File: config.mk
export PLATFORM = sky130hd
export DESIGN_NAME = flow_ctl
export DESIGN_NICKNAME = d
export VERILOG_FILES = /design/src/rtl/flow_pkg.sv /design/src/rtl/flow_decode.sv /design/src/rtl/flow_cond.sv /design/src/rtl/flow_stack.sv /design/src/rtl/flow_ctl.sv
export SDC_FILE = /design/constraint.sdc
export NUM_CORES = 1
export LEC_CHECK = 0
export BUFFER_PORTS_ARGS = -buffer_cell sky130_fd_sc_hd__clkbuf_2
export CAP_MARGIN = 20
export CORE_ASPECT_RATIO = 0.6
export CORE_UTILIZATION = 36
export DETAILED_ROUTE_END_ITERATION = 7
export GPL_ROUTABILITY_DRIVEN = 0
export GPL_TIMING_DRIVEN = 0
export HOLD_SLACK_MARGIN = 0.08
export PLACE_DENSITY = 0.79
export SYNTH_ARGS = -nofsm -noshare
export SYNTH_HDL_FRONTEND = slang
export SYNTH_SLANG_ARGS = --single-unit
export TNS_END_PERCENT = 10
File: constraint.sdc
create_clock -name clk -period 3.53 [get_ports clk]
set_input_delay 0.706 -clock clk [delete_from_list [all_inputs] [get_ports clk]]
set_output_delay 0.706 -clock clk [all_outputs]
set_load 0.01 [all_outputs]
File: src/rtl/flow_pkg.sv
package flow_pkg;

  // Opcode digit triples, BCD-coded in hex literals
  localparam logic [11:0] OPC_HALT = 12'h000;
  localparam logic [11:0] OPC_CALL = 12'h060;
  localparam logic [11:0] OPC_RET  = 12'h070;
  localparam logic [7:0]  OPC_BRHI = 8'h18;   // 180..186 share these digits
  localparam logic [11:0] OPC_TOFF = 12'h190;
  localparam logic [11:0] OPC_TON  = 12'h191;
  localparam logic [11:0] OPC_NOP  = 12'h192;

  typedef enum logic [2:0] {
    K_NONE, K_HALT, K_CALL, K_RET, K_BRANCH, K_TOFF, K_TON, K_NOP
  } op_kind_e;

  // Branch condition by selector digit 0..6 (always, eq, lt, le, gt, ge, ne)
  function automatic logic cond_met(input logic [2:0] sel,
                                    input logic n, input logic z, input logic v);
    logic lt;
    lt = n ^ v;
    case (sel)
      3'd0:    cond_met = 1'b1;
      3'd1:    cond_met = z;
      3'd2:    cond_met = lt;
      3'd3:    cond_met = z | lt;
      3'd4:    cond_met = ~z & ~lt;
      3'd5:    cond_met = ~lt;
      3'd6:    cond_met = ~z;
      default: cond_met = 1'b0;
    endcase
  endfunction

endpackage

File: src/rtl/flow_decode.sv
module flow_decode
  import flow_pkg::*;
(
  input  logic [11:0] opc,
  output op_kind_e    kind,
  output logic [2:0]  cond_sel
);
  logic br_hit;
  assign br_hit   = (opc[11:4] == OPC_BRHI) && (opc[3:0] <= 4'd6);
  assign cond_sel = opc[2:0];

  always_comb begin
    kind = K_NONE;
    if (br_hit)                kind = K_BRANCH;
    else if (opc == OPC_HALT)  kind = K_HALT;
    else if (opc == OPC_CALL)  kind = K_CALL;
    else if (opc == OPC_RET)   kind = K_RET;
    else if (opc == OPC_TOFF)  kind = K_TOFF;
    else if (opc == OPC_TON)   kind = K_TON;
    else if (opc == OPC_NOP)   kind = K_NOP;
  end
endmodule

File: src/rtl/flow_cond.sv
module flow_cond
  import flow_pkg::*;
(
  input  logic       is_branch,
  input  logic [2:0] cond_sel,
  input  logic       n,
  input  logic       z,
  input  logic       v,
  output logic       taken
);
  assign taken = is_branch & cond_met(cond_sel, n, z, v);
endmodule

File: src/rtl/flow_stack.sv
module flow_stack #(
  parameter int DEPTH = 100,
  localparam int AW = $clog2(DEPTH),
  localparam int CW = $clog2(DEPTH + 1)
) (
  input  logic          clk,
  input  logic          rst_n,
  input  logic          push_req,
  input  logic          pop_req,
  output logic          push_ok,
  output logic          pop_ok,
  output logic [AW-1:0] addr,
  output logic          fault_evt
);
  logic [CW-1:0] used;
  logic full, empty;

  assign full      = (int'(used) == DEPTH);
  assign empty     = (used == '0);
  assign push_ok   = push_req & ~full;
  assign pop_ok    = pop_req & ~empty;
  assign fault_evt = (push_req & full) | (pop_req & empty);

  // push writes at top-minus-depth; pop reads the word just above that
  assign addr = pop_req ? AW'(DEPTH - int'(used))
                        : AW'(DEPTH - 1 - int'(used));

  always_ff @(posedge clk or negedge rst_n) begin
    if (!rst_n)       used <= '0;
    else if (push_ok) used <= used + 1'b1;
    else if (pop_ok)  used <= used - 1'b1;
  end

  AST_STACK_BOUND: assert property (@(posedge clk) disable iff (!rst_n)
    int'(used) <= DEPTH);
  AST_PUSH_GROWS: assert property (@(posedge clk) disable iff (!rst_n)
    push_ok |=> (used == $past(used) + 1'b1));
  AST_POP_SHRINKS: assert property (@(posedge clk) disable iff (!rst_n)
    pop_ok |=> (used == $past(used) - 1'b1));
  AST_FAULT_NO_ACCESS: assert property (@(posedge clk) disable iff (!rst_n)
    fault_evt |-> !(push_ok || pop_ok));
endmodule

File: src/rtl/flow_ctl.sv
module flow_ctl
  import flow_pkg::*;
#(
  parameter int ADDR_DIGITS = 3,
  parameter int WORD_DIGITS = 6,
  parameter int STACK_WORDS = 100,
  localparam int ADDR_W = 4 * ADDR_DIGITS,
  localparam int WORD_W = 4 * WORD_DIGITS,
  localparam int STK_AW = $clog2(STACK_WORDS)
) (
  input  logic              clk,
  input  logic              rst_n,
  input  logic              exec_valid,
  input  logic [11:0]       op_code,
  input  logic [3:0]        reg_num,
  input  logic [ADDR_W-1:0] target,
  input  logic [ADDR_W-1:0] pc_in,
  input  logic              flag_n,
  input  logic              flag_z,
  input  logic              flag_v,
  input  logic              flag_c,
  input  logic [WORD_W-1:0] link_rdata,
  input  logic [WORD_W-1:0] stk_rdata,
  output logic [ADDR_W-1:0] next_pc,
  output logic              pc_load,
  output logic              reg_we,
  output logic [3:0]        reg_wnum,
  output logic [WORD_W-1:0] reg_wdata,
  output logic              stk_we,
  output logic              stk_re,
  output logic [STK_AW-1:0] stk_addr,
  output logic [WORD_W-1:0] stk_wdata,
  output logic              halted,
  output logic              trace_on,
  output logic              stack_fault,
  output logic              busy
);
  op_kind_e   kind;
  logic [2:0] cond_sel;
  logic       exec, br_taken, push_ok, pop_ok, fault_evt;
  logic       do_halt, do_call, do_ret, do_br;
  logic [3:0] pend_num;
  logic       unused_bits;

  assign unused_bits = flag_c;

  flow_decode u_dec (.opc(op_code), .kind(kind), .cond_sel(cond_sel));

  assign exec    = exec_valid & ~halted & ~busy;
  assign do_halt = exec & (kind == K_HALT);
  assign do_call = exec & (kind == K_CALL);
  assign do_ret  = exec & (kind == K_RET);
  assign do_br   = exec & (kind == K_BRANCH);

  flow_cond u_cond (
    .is_branch(do_br), .cond_sel(cond_sel),
    .n(flag_n), .z(flag_z), .v(flag_v), .taken(br_taken)
  );

  flow_stack #(.DEPTH(STACK_WORDS)) u_stk (
    .clk(clk), .rst_n(rst_n), .push_req(do_call), .pop_req(do_ret),
    .push_ok(push_ok), .pop_ok(pop_ok), .addr(stk_addr), .fault_evt(fault_evt)
  );

  assign pc_load   = br_taken | push_ok | pop_ok;
  assign next_pc   = pop_ok ? link_rdata[ADDR_W-1:0]
                   : (push_ok | br_taken) ? target : pc_in;
  assign stk_we    = push_ok;
  assign stk_re    = pop_ok;
  assign stk_wdata = link_rdata;
  assign reg_we    = push_ok | busy;
  assign reg_wnum  = busy ? pend_num : reg_num;
  assign reg_wdata = busy ? stk_rdata : {{(WORD_W-ADDR_W){1'b0}}, pc_in};

  always_ff @(posedge clk or negedge rst_n) begin
    if (!rst_n) begin
      halted      <= 1'b0;
      stack_fault <= 1'b0;
      trace_on    <= 1'b0;
      busy        <= 1'b0;
      pend_num    <= '0;
    end else begin
      halted      <= halted | do_halt | fault_evt;
      stack_fault <= stack_fault | fault_evt;
      busy        <= pop_ok;
      if (pop_ok) pend_num <= reg_num;
      if (exec && kind == K_TON)  trace_on <= 1'b1;
      if (exec && kind == K_TOFF) trace_on <= 1'b0;
    end
  end

  AST_HALT_STICKY: assert property (@(posedge clk) disable iff (!rst_n)
    halted |=> halted);
  AST_HALT_QUIET: assert property (@(posedge clk) disable iff (!rst_n)
    halted |-> !(pc_load || stk_we || stk_re));
  AST_FAULT_HALTS: assert property (@(posedge clk) disable iff (!rst_n)
    stack_fault |-> halted);
  AST_STK_EXCL: assert property (@(posedge clk) disable iff (!rst_n)
    !(stk_we && stk_re));
  AST_RET_WRITEBACK: assert property (@(posedge clk) disable iff (!rst_n)
    stk_re |=> (reg_we && busy && reg_wnum == $past(reg_num)));
  AST_BUSY_SINGLE: assert property (@(posedge clk) disable iff (!rst_n)
    busy |=> !busy);
  AST_STK_RANGE: assert property (@(posedge clk) disable iff (!rst_n)
    (stk_we || stk_re) |-> (int'(stk_addr) < STACK_WORDS));
endmodule

==> impl_metrics.env, run 1 <==
export IMPL_cts_root_buffer="clkbuf_8"
export IMPL_ys_warn_count=0
export IMPL_r2r_start="u_stk.used[0]"
export IMPL_die_area_um2=6110
export IMPL_fin_nets=546
export IMPL_power_density_nw_per_um2=153
export IMPL_filler_cell_count=512
export IMPL_instances_no_fill=521
export IMPL_clock_sinks=15
export IMPL_tns_ns=-0.0720
export IMPL_required_ns=2.82
export IMPL_synth_most_common_cell="nand2_1"
export IMPL_skew_ns=0.00427
export IMPL_hold_path_class="in -> async"
export IMPL_synth_distinct_cells=47
export IMPL_io_buffers=159
export IMPL_crit_fanout=4
export IMPL_drive_above_1_share=0.551
export IMPL_synth_edf_count=0
export IMPL_chipWidth_um=100
export IMPL_hpwlAfterDp_um=5890
export IMPL_worst_path_most_repeated_cell="or3_4"
export IMPL_max_stage_delay_ns=0.43
export IMPL_synth_ff_type="dfrtp_1"
export IMPL_crit_arrival_ns=2.88
export IMPL_max_slew_margin_rel=0.581
export IMPL_ys_async_sr_fraction=1.00
export IMPL_num_rows=21
export IMPL_routed_wl_um=7750
export IMPL_synth_top_cell_by_area="dfrtp_1"
export IMPL_die_h_um=60.9
export IMPL_final_min_clock_period_ns=3.58
export IMPL_critPathCaptureType="output port"
export IMPL_synth_top_area_frac=0.180
export IMPL_r2r_slack_ns=0.25
export IMPL_post_route_util=0.590
export IMPL_synth_fp_nets=368
export IMPL_setup_slack_ns=-0.0547
export IMPL_synth_common_cells="nand2_1, nand3_1, buf_4"
export IMPL_drt_initial_drc_count=164
export IMPL_postCtsHoldBufs=0
export IMPL_cts_tree="built"
export IMPL_grt_ovfl_total=0
export IMPL_vias=2610
export IMPL_violations="negative setup slack"
export IMPL_track_usage=0.239
export IMPL_initial_core_util=0.374
export IMPL_outcome="finished with violations"
export IMPL_cap_viol_max_count=0
export IMPL_grt_pass1_wl_um=11300
export IMPL_max_freq_ghz=0.279
export IMPL_startpoint_type="input pin"
export IMPL_crit_buf_inv=2
export IMPL_cts_path_max_buffers=2
export IMPL_placedCellCount=503
export IMPL_cpMaxStageDelayCell="a2111oi_4"
export IMPL_path_cells="buf_8 > or3b_4 > or3_4 > a2111oi_4 > a31oi_1 > or3_4 > xnor2_4 > buf_2"
export IMPL_timing_rr_end="u_stk.used[6]"
export IMPL_ff2ff_path_depth=12
export IMPL_synth_area_top_cells="dfrtp_1, buf_4, mux2_2, nand3_1, nand3b_1"
export IMPL_htreeDepth=1
export IMPL_drc=0
export IMPL_clk_pin_slew_ns=0.06
export IMPL_final_antenna_net_count=0
export IMPL_hold_ws_ns=0.360
export IMPL_grt_max_degree=16
export IMPL_ys_ff_latch=15
export IMPL_wl_per_cell_um=14.9
export IMPL_vias_per_cell=5.01
export IMPL_core_um2=5570
export IMPL_grt_pass1_vias=2372
export IMPL_syn2layout_area_growth_pct=57.7
export IMPL_antenna_cells=0
export IMPL_cp_startpoint="op_code[2]"
export IMPL_rsz0062_at_grt="true"
export IMPL_num_io_pins=174
export IMPL_synthesis_area_um2=2080
export IMPL_syn_mean_instance_area_um2=7.90
export IMPL_worstSkewPairLatency_ns=0.25
export IMPL_worstMarginPinSlew_ns=0.628
export IMPL_drtPass1Iterations=5
export IMPL_leakage_nw=1.70
export IMPL_slew_viol_final=0
export IMPL_synthCells=264
export IMPL_antenna_found_initial=0
export IMPL_max_vdd_ir_drop_mv=0.0962
export IMPL_hold_viol_final=0
export IMPL_ys_seq_area_frac=0.180
export IMPL_finalSetupViolCount=3
export IMPL_min_period_over_period=1.02
export IMPL_cp_top_family="simple AND/OR/NAND/NOR gates"
export IMPL_numCtsBuffers=3
export IMPL_path_class="in -> out"
cells by family after synthesis:
group | count (synthesis) | share of synthesized area
AND/OR/NAND/NOR | 115 | 0.312
AO/OA/AOI/OAI | 50 | 0.173
buffers and inverters | 45 | 0.131
multiplexers | 17 | 0.0918
flip-flops | 15 | 0.180
XOR/XNOR | 13 | 0.0546
adder cells (fa/ha/maj) | 9 | 0.0576
layer usage:
metal	GRT usage	wire length, um	up-vias
met5	0	0	-
met4	0.0849	101	0
met3	0.0357	495	9
met2	0.429	3830	99
met1	0.300	3320	1215
li1	-	-	1287
area by class of cell:
cell class                      instances  area, um^2  area share
Tap cell                               80         100      0.0305
Clock buffer                            3        41.3      0.0126
Inverter                                6        27.5     0.00837
Sequential cell                        15         375       0.114
Timing Repair Buffer                  174         945       0.287
Clock inverter                          1        5.00     0.00152
Multi-Input combinational cell        204        1530       0.464
Buffer                                 38         267      0.0811
report_power, final:
part	internal (mW)	switching, mW	total (mW)	leakage (nW)
Clock	0.0783	0.0636	0.142	0.0255
Combinational	0.0998	0.0870	0.187	1.47
Sequential	0.172	0.000899	0.173	0.204
Total	0.351	0.152	0.502	1.70
per-stage QoR:
stage          setup WS [ns]  area [um^2]  total power [mW]
4_1_cts              -0.0627         3190             0.498
2_1_floorplan         0.0464         2090             0.256
5_1_grt               -0.128         3290             0.535
3_5_place_dp          -0.533         2980             0.350
3_3_place_gp          -0.544         2980             0.346
6_report             -0.0547         3290             0.502
cell usage in the layout, fill, tap and decap left out, types with 2 or more instances in the layout:
master     count
clkbuf_2     151
buf_4         41
nand2_1       26
nand3_1       25
mux2_2        16
dfrtp_1       15
nand3b_1      14
a22oi_1       13
and2_1        12
a21oi_1       12
nor2_1         8
o21ai_0        8
ha_1           8
xnor2_1        7
buf_2          7
inv_1          5
nand2b_1       5
xor2_1         5
o21ai_1        4
nor3b_1        3
clkbuf_1       3
or3_4          3
a2111oi_4      3
buf_6          3
nor4_1         3
clkbuf_8       3
buf_8          3
nor3_1         2
or4_4          2
clkbuf_4       2
buf_1          2
o211ai_1       2
a211o_1        2
a21o_1         2
registers in the layout, summed over array words and instances (netlist names):
register and cells:
busy 1, halted 1, stack_fault 1, u_stk.used 7, pend_num 4, trace_on 1
worst max path at each step:
stage / end / slack, ns / cells past startpoint
finish: stk_addr[5] / -0.05 / 8
global placement: next_pc[1] / -0.54 / 9
detailed placement: next_pc[8] / -0.53 / 9
floorplan: u_stk.used[6] / 0.05 / 11
global route: stk_addr[5] / -0.13 / 8
CTS: stk_addr[5] / -0.06 / 9
worst register-to-register path, cell delays in order (launching register included):
cell,delay [ns]
dfrtp_1,0.51
inv_1,0.10
ha_1,0.29
nand2_1,0.11
nor3_1,0.06
or4_4,0.60
fa_1,0.51
a21o_1,0.18
a21oi_1,0.23
o21ai_0,0.20
nor2_1,0.13
a21oi_1,0.07
xnor2_1,0.15
timing repair:
| item | 4_1_cts | 5_1_grt |
|---|---|---|
| setup endpoints to repair | 18 | 18 |
| gates resized for setup | 23 | 21 |
| buffers inserted | 9 | 6 |
| pin swaps | 9 | 10 |
| endpoints found under the hold margin | 0 | 0 |
No activity file was read; power rests on OpenSTA's default activity.
==> run 2: changes to the inputs <==
CELL_PAD_IN_SITES_DETAIL_PLACEMENT = 1   (was not set)
CELL_PAD_IN_SITES_GLOBAL_PLACEMENT = 1   (was not set)
CORE_UTILIZATION = 23   (was 36)
PLACE_DENSITY = 0.77   (was 0.79)
==> run 2 against run 1 <==
Against the previous run:
- the flow finishes with violations (design-rule violations, negative setup slack)
- utilization fell by 21 points
- global-route usage fell by 7.1 points
- sequential share of layout area fell by 0.13 points
- via count rose by 0.31%
- critical path type unchanged
==> impl_metrics.env, run 2 (synthesis results as in run 1) <==
export IMPL_grt_busiest_layer="met2"
export IMPL_largestRegisters="u_stk.used x7, pend_num x4"
export IMPL_grt_ovfl_total=0
export IMPL_slew_viol_final=0
export IMPL_final_min_clock_period_ns=3.63
export IMPL_numCtsBuffers=3
export IMPL_num_io_pins=174
export IMPL_skew_ns=0.00472
export IMPL_critPathCaptureType="output port"
export IMPL_path_cells="buf_8 > or3b_4 > or3_1 > buf_6 > a2111oi_4 > a31oi_1 > or3_1 > xnor2_2 > buf_2"
export IMPL_die_h_um=75.7
export IMPL_power_density_nw_per_um2=176
export IMPL_htreeDepth=1
export IMPL_crit_fanout=4
export IMPL_max_freq_ghz=0.275
export IMPL_chipWidth_um=125
export IMPL_filler_cell_count=1112
export IMPL_drc=24
export IMPL_setup_slack_ns=-0.105
export IMPL_cts_root_buffer="clkbuf_16"
export IMPL_core_um2=8650
export IMPL_num_rows=26
export IMPL_use_met3=0.0288
export IMPL_startpoint_type="input pin"
export IMPL_grt_pass1_vias=2428
export IMPL_postCtsHoldBufs=0
export IMPL_fin_nets=544
export IMPL_cts_path_max_buffers=2
export IMPL_finalSetupViolCount=15
export IMPL_cp_top_family="simple AND/OR/NAND/NOR gates"
export IMPL_antenna_cells=0
export IMPL_hold_viol_final=0
export IMPL_crit_arrival_ns=2.93
export IMPL_vias_per_cell=4.75
export IMPL_vias=2618
export IMPL_initial_core_util=0.241
export IMPL_grt_pass1_wl_um=12600
export IMPL_syn2layout_area_growth_pct=59.5
export IMPL_post_route_util=0.384
export IMPL_placedCellCount=535
export IMPL_cap_viol_max_count=0
export IMPL_drt_initial_drc_count=97
export IMPL_largest_reg_flops=7
export IMPL_max_slew_margin_rel=0.484
export IMPL_worst_path_most_repeated_cell="or3_1"
export IMPL_worstMarginPinSlew_ns=0.774
export IMPL_rsz0062_at_grt="true"
export IMPL_hold_ws_ns=0.380
export IMPL_max_stage_delay_ns=0.40
export IMPL_clk_pin_slew_ns=0.05
export IMPL_final_antenna_net_count=0
export IMPL_dp_worst_setup_slack_ns=-0.649
export IMPL_grt_use_met2=0.297
export IMPL_routed_wl_um=8750
export IMPL_hpwlAfterDp_um=7220
export IMPL_hold_path_class="in -> async"
export IMPL_met1_usage=0.229
export IMPL_die_area_um2=9460
export IMPL_finalPower_mw=0.587
export IMPL_drive_above_1_share=0.547
export IMPL_worstSkewPairLatency_ns=0.25
export IMPL_outcome="finished with violations"
export IMPL_grt_max_degree=16
export IMPL_cts_tree="built"
export IMPL_violations="design-rule violations, negative setup slack"
export IMPL_regMostFlops="u_stk.used"
export IMPL_max_vdd_ir_drop_mv=0.139
export IMPL_layout_common_cells="clkbuf_2, buf_4, nand2_1"
export IMPL_leakage_nw=1.69
export IMPL_required_ns=2.82
export IMPL_io_buffers=159
export IMPL_cpMaxStageDelayCell="or3b_4"
export IMPL_min_period_over_period=1.03
export IMPL_wl_per_cell_um=15.9
export IMPL_final_common_cell="clkbuf_2"
export IMPL_clock_sinks=15
export IMPL_drtPass1Iterations=6
export IMPL_instances_no_fill=551
export IMPL_path_class="in -> out"
export IMPL_track_usage=0.168
export IMPL_antenna_found_initial=0
export IMPL_crit_buf_inv=3
-- run 2: cell types whose count changed in the layout (fill, tap and decap cells not counted), sizes merged --
cell    previous run  this run
buf               56        55
clkinv             1         0
-- run 2: per-stage QoR --
stage / setup TNS (ns) / area, um^2
detailed placement: -10.45 / 3020
finish: -0.850 / 3330
global route: -2.33 / 3330
CTS: -2.32 / 3240
global placement: -8.92 / 3020
floorplan: 0 / 2090
-- run 2: path summary, 6_finish.rpt --
path | startpoint | slack (ns) | depth (start not counted) | end
max | op_code[3] | -0.10 | 9 | stk_addr[5]
min | rst_n | 0.38 | 1 | pend_num[0]
max reg2reg | u_stk.used[0] | 0.31 | 13 | u_stk.used[6]
min reg2reg | pend_num[2] | 0.47 | 2 | pend_num[2]
max in group asynchronous | rst_n | 2.85 | 1 | busy
min in group clk | pend_num[2] | 0.47 | 2 | pend_num[2]
-- run 2: layout make-up --
class / count / area, um^2 / area share
Buffer: 39 / 272 / 0.0816
Clock buffer: 4 / 78.8 / 0.0237
Inverter: 6 / 25.0 / 0.00752
Multi-Input combinational cell: 204 / 1520 / 0.457
Sequential cell: 15 / 375 / 0.113
Tap cell: 112 / 140 / 0.0421
Timing Repair Buffer: 171 / 916 / 0.275
-- run 2: where the power goes --
group / internal, mW / switching [mW]
registers: 0.173 / 0.000793
logic: 0.0981 / 0.0879
clock network: 0.153 / 0.0741
total: 0.424 / 0.163
-- run 2: timing repair --
action / CTS / global route
resized for setup: 21 / 24
endpoints found under the setup margin: 24 / 20
setup buffers: 7 / 5
pin swaps: 9 / 11
endpoints found under the hold margin: 0 / 0
-- run 2: worst register-to-register path, delay by kind of cell (launching register included) --
kind            cells  cell delay [ns]
buf+inv             2             0.29
xor+xnor            1             0.15
fa+ha+maj           2             0.76
compound gates      4             0.62
simple gates        4             0.83
flops               1             0.47
-- run 2: per-layer routing --
layer | routed length [um] | share of wire | up-vias
met1 | 3890 | 0.44 | 1252
li1 | - | - | 1286
met4 | 46 | 0.0053 | 0
met3 | 477 | 0.054 | 3
met2 | 4340 | 0.50 | 77
met5 | 0 | 0 | -
==> run 3: changes to the inputs <==
ABC_AREA = 1   (was not set)
CTS_CLUSTER_SIZE = 24   (was not set)
PLACE_DENSITY = 0.78   (was 0.77)
TNS_END_PERCENT = not set   (was 10)
==> run 3 against run 2 <==
Against the previous run:
- the run now ends clean
- area after synthesis grew 12%
- clock power hardly changed
- global-route usage is 0.23 points higher
- combinational power fell by 6%
- sequential share of layout area down 0.20 points
- clock-buffer cell count fell by 1
- routed wire length is 2.1% higher
- synthesized cell count is 53% higher
- first-iteration DRC count shrank 36%
- utilization down 4.1 points
- hold slack better by 0.0045 ns
- largest power group unchanged
- highest routed layer unchanged
==> impl_metrics.env, run 3 <==
export IMPL_hold_ws_ns=0.385
export IMPL_path_cells="clkbuf_2 > nor2_2 > nand2_2 > nor2_1 > nand2_1 > inv_1 > nor2_1 > nor2_1 > nand3b_1 > nand3_1 > clkbuf_2"
export IMPL_grt_ovfl_total=0
export IMPL_grt_pass1_wl_um=14800
export IMPL_synth_compound_area_frac=0.0658
export IMPL_final_antenna_net_count=0
export IMPL_synth_most_common_cell="nand2_1"
export IMPL_hpwlAfterDp_um=8050
export IMPL_num_io_pins=174
export IMPL_die_h_um=80.1
export IMPL_critPathCaptureType="output port"
export IMPL_synth_area_top_cells="nand2_1, dfrtp_1, buf_4, inv_1, nand3_1"
export IMPL_cts_root_buffer="clkbuf_16"
export IMPL_startpoint_type="input pin"
export IMPL_htreeDepth=1
export IMPL_hold_viol_final=0
export IMPL_ys_ff_latch=15
export IMPL_track_usage=0.170
export IMPL_filler_cell_count=1397
export IMPL_ys_seq_area_frac=0.161
export IMPL_ys_warn_count=0
export IMPL_max_freq_ghz=0.310
export IMPL_clk_pin_slew_ns=0.05
export IMPL_outcome="completed"
export IMPL_register_area_um2=375
export IMPL_drc=0
export IMPL_drive_above_1_share=0.400
export IMPL_finalSetupViolCount=0
export IMPL_synth_top_cell_by_area="nand2_1"
export IMPL_final_common_cell="nand2_1"
export IMPL_r2r_start="u_stk.used[0]"
export IMPL_rsz0062_at_grt="false"
export IMPL_required_ns=2.82
export IMPL_muxShareOfSynthArea=0
export IMPL_cpMaxStageDelayCell="nand3b_1"
export IMPL_vias=3052
export IMPL_cts_tree="built"
export IMPL_hold_path_class="in -> async"
export IMPL_cts_resized_gates=0
export IMPL_post_route_util=0.343
export IMPL_worstMarginPinSlew_ns=0.450
export IMPL_num_rows=28
export IMPL_cp_startpoint="op_code[0]"
export IMPL_tns_ns=0
export IMPL_largest_reg_flops=7
export IMPL_path_class="in -> out"
export IMPL_worst_path_stages=11
export IMPL_syn2layout_area_growth_pct=44.9
export IMPL_synth_common_cells="nand2_1, inv_1, nand3_1"
export IMPL_synth_top_family_by_area="simple AND/OR/NAND/NOR gates"
export IMPL_synthCells=403
export IMPL_synth_top_area_frac=0.267
export IMPL_yosys_area_share_simple=0.478
export IMPL_ys_async_sr_fraction=1.00
export IMPL_layout_common_cells="nand2_1, clkbuf_2, inv_1"
export IMPL_drt_initial_drc_count=62
export IMPL_crit_fanout=8
export IMPL_dp_worst_setup_slack_ns=0.109
export IMPL_synth_distinct_cells=33
export IMPL_max_slew_margin_rel=0.699
export IMPL_largestRegisters="u_stk.used x7, pend_num x4"
export IMPL_cp_top_family="simple AND/OR/NAND/NOR gates"
export IMPL_antenna_cells=0
export IMPL_chipWidth_um=132
export IMPL_cts_path_max_buffers=2
export IMPL_drtPass1Iterations=5
export IMPL_die_area_um2=10600
export IMPL_ff2ff_path_depth=14
export IMPL_fin_nets=672
export IMPL_syn_mean_instance_area_um2=5.80
export IMPL_antenna_found_initial=0
export IMPL_worst_path_most_repeated_cell="nor2_1"
export IMPL_wl_per_cell_um=12.7
export IMPL_timing_rr_end="u_stk.used[5]"
export IMPL_finalPower_mw=0.572
export IMPL_numCtsBuffers=3
export IMPL_detailed_place_area_um2=3310
export IMPL_routed_wl_um=8940
export IMPL_placedCellCount=698
export IMPL_io_buffers=160
export IMPL_endpoint="pc_load"
export IMPL_synth_edf_count=0
export IMPL_core_um2=9880
export IMPL_min_period_over_period=0.913
export IMPL_postCtsHoldBufs=0
export IMPL_max_stage_delay_ns=0.36
export IMPL_r2r_slack_ns=0.81
export IMPL_skew_ns=0.00489
export IMPL_cap_viol_max_count=0
export IMPL_stdcell_area_um2=3390
export IMPL_grt_pass1_vias=3009
export IMPL_synth_xor_area_frac=0.0487
export IMPL_synth_ff_type="dfrtp_1"
export IMPL_crit_arrival_ns=2.52
export IMPL_synthesis_area_um2=2340
export IMPL_slew_viol_final=0
export IMPL_leakage_nw=2.18
export IMPL_worstSkewPairLatency_ns=0.25
export IMPL_synth_fp_nets=507
export IMPL_multi_input_area_um2=1500
export IMPL_crit_buf_inv=3
export IMPL_regMostFlops="u_stk.used"
export IMPL_final_min_clock_period_ns=3.22
export IMPL_post_cts_buffers=0
export IMPL_vias_per_cell=4.35
export IMPL_initial_core_util=0.237
export IMPL_setup_slack_ns=0.307
export IMPL_grt_max_degree=16
export IMPL_power_density_nw_per_um2=169
export IMPL_synthAdderAreaFrac=0.0514
export IMPL_clock_sinks=15
export IMPL_instances_no_fill=702
export IMPL_max_vdd_ir_drop_mv=0.111
## run 3: power by group
| part | leakage (nW) | internal, mW | switching (mW) |
|---|---|---|---|
| Sequential | 0.194 | 0.172 | 0 |
| Combinational | 1.95 | 0.0852 | 0.0892 |
| Clock | 0.0409 | 0.152 | 0.0741 |
## run 3: worst min-delay path by stage
stage,startpoint,to,slack (ns),depth (start not counted)
3_3_place_gp,stack_fault,stack_fault,0.46,1
6_report,rst_n,pend_num[1],0.38,1
2_1_floorplan,rst_n,busy,0.41,0
3_5_place_dp,stack_fault,stack_fault,0.46,1
4_1_cts,rst_n,u_stk.used[6],0.40,1
5_1_grt,rst_n,pend_num[1],0.40,1
## run 3: cells by family (layout without fill, tap and decap cells)
group,after synthesis,count (layout)
AND/OR/NAND/NOR,248,248
flip-flops,15,15
buffers and inverters,89,253
AO/OA/AOI/OAI,29,29
XOR/XNOR,13,13
adder cells (fa/ha/maj),9,9
## run 3: cell type report
type                            instances  share of cell area
Inverter                               54              0.0606
Timing Repair Buffer                  160               0.236
Clock buffer                            3              0.0222
Tap cell                              135              0.0499
Multi-Input combinational cell        299               0.444
Clock inverter                          1             0.00148
Buffer                                 35              0.0746
Sequential cell                        15               0.111
## run 3: routing by layer
layer	track usage	vias up	wire length [um]
li1	-	1545	-
met1	0.219	1433	4100
met2	0.314	72	4400
met3	0.0271	2	414
met4	0.00698	0	24
met5	0	-	0
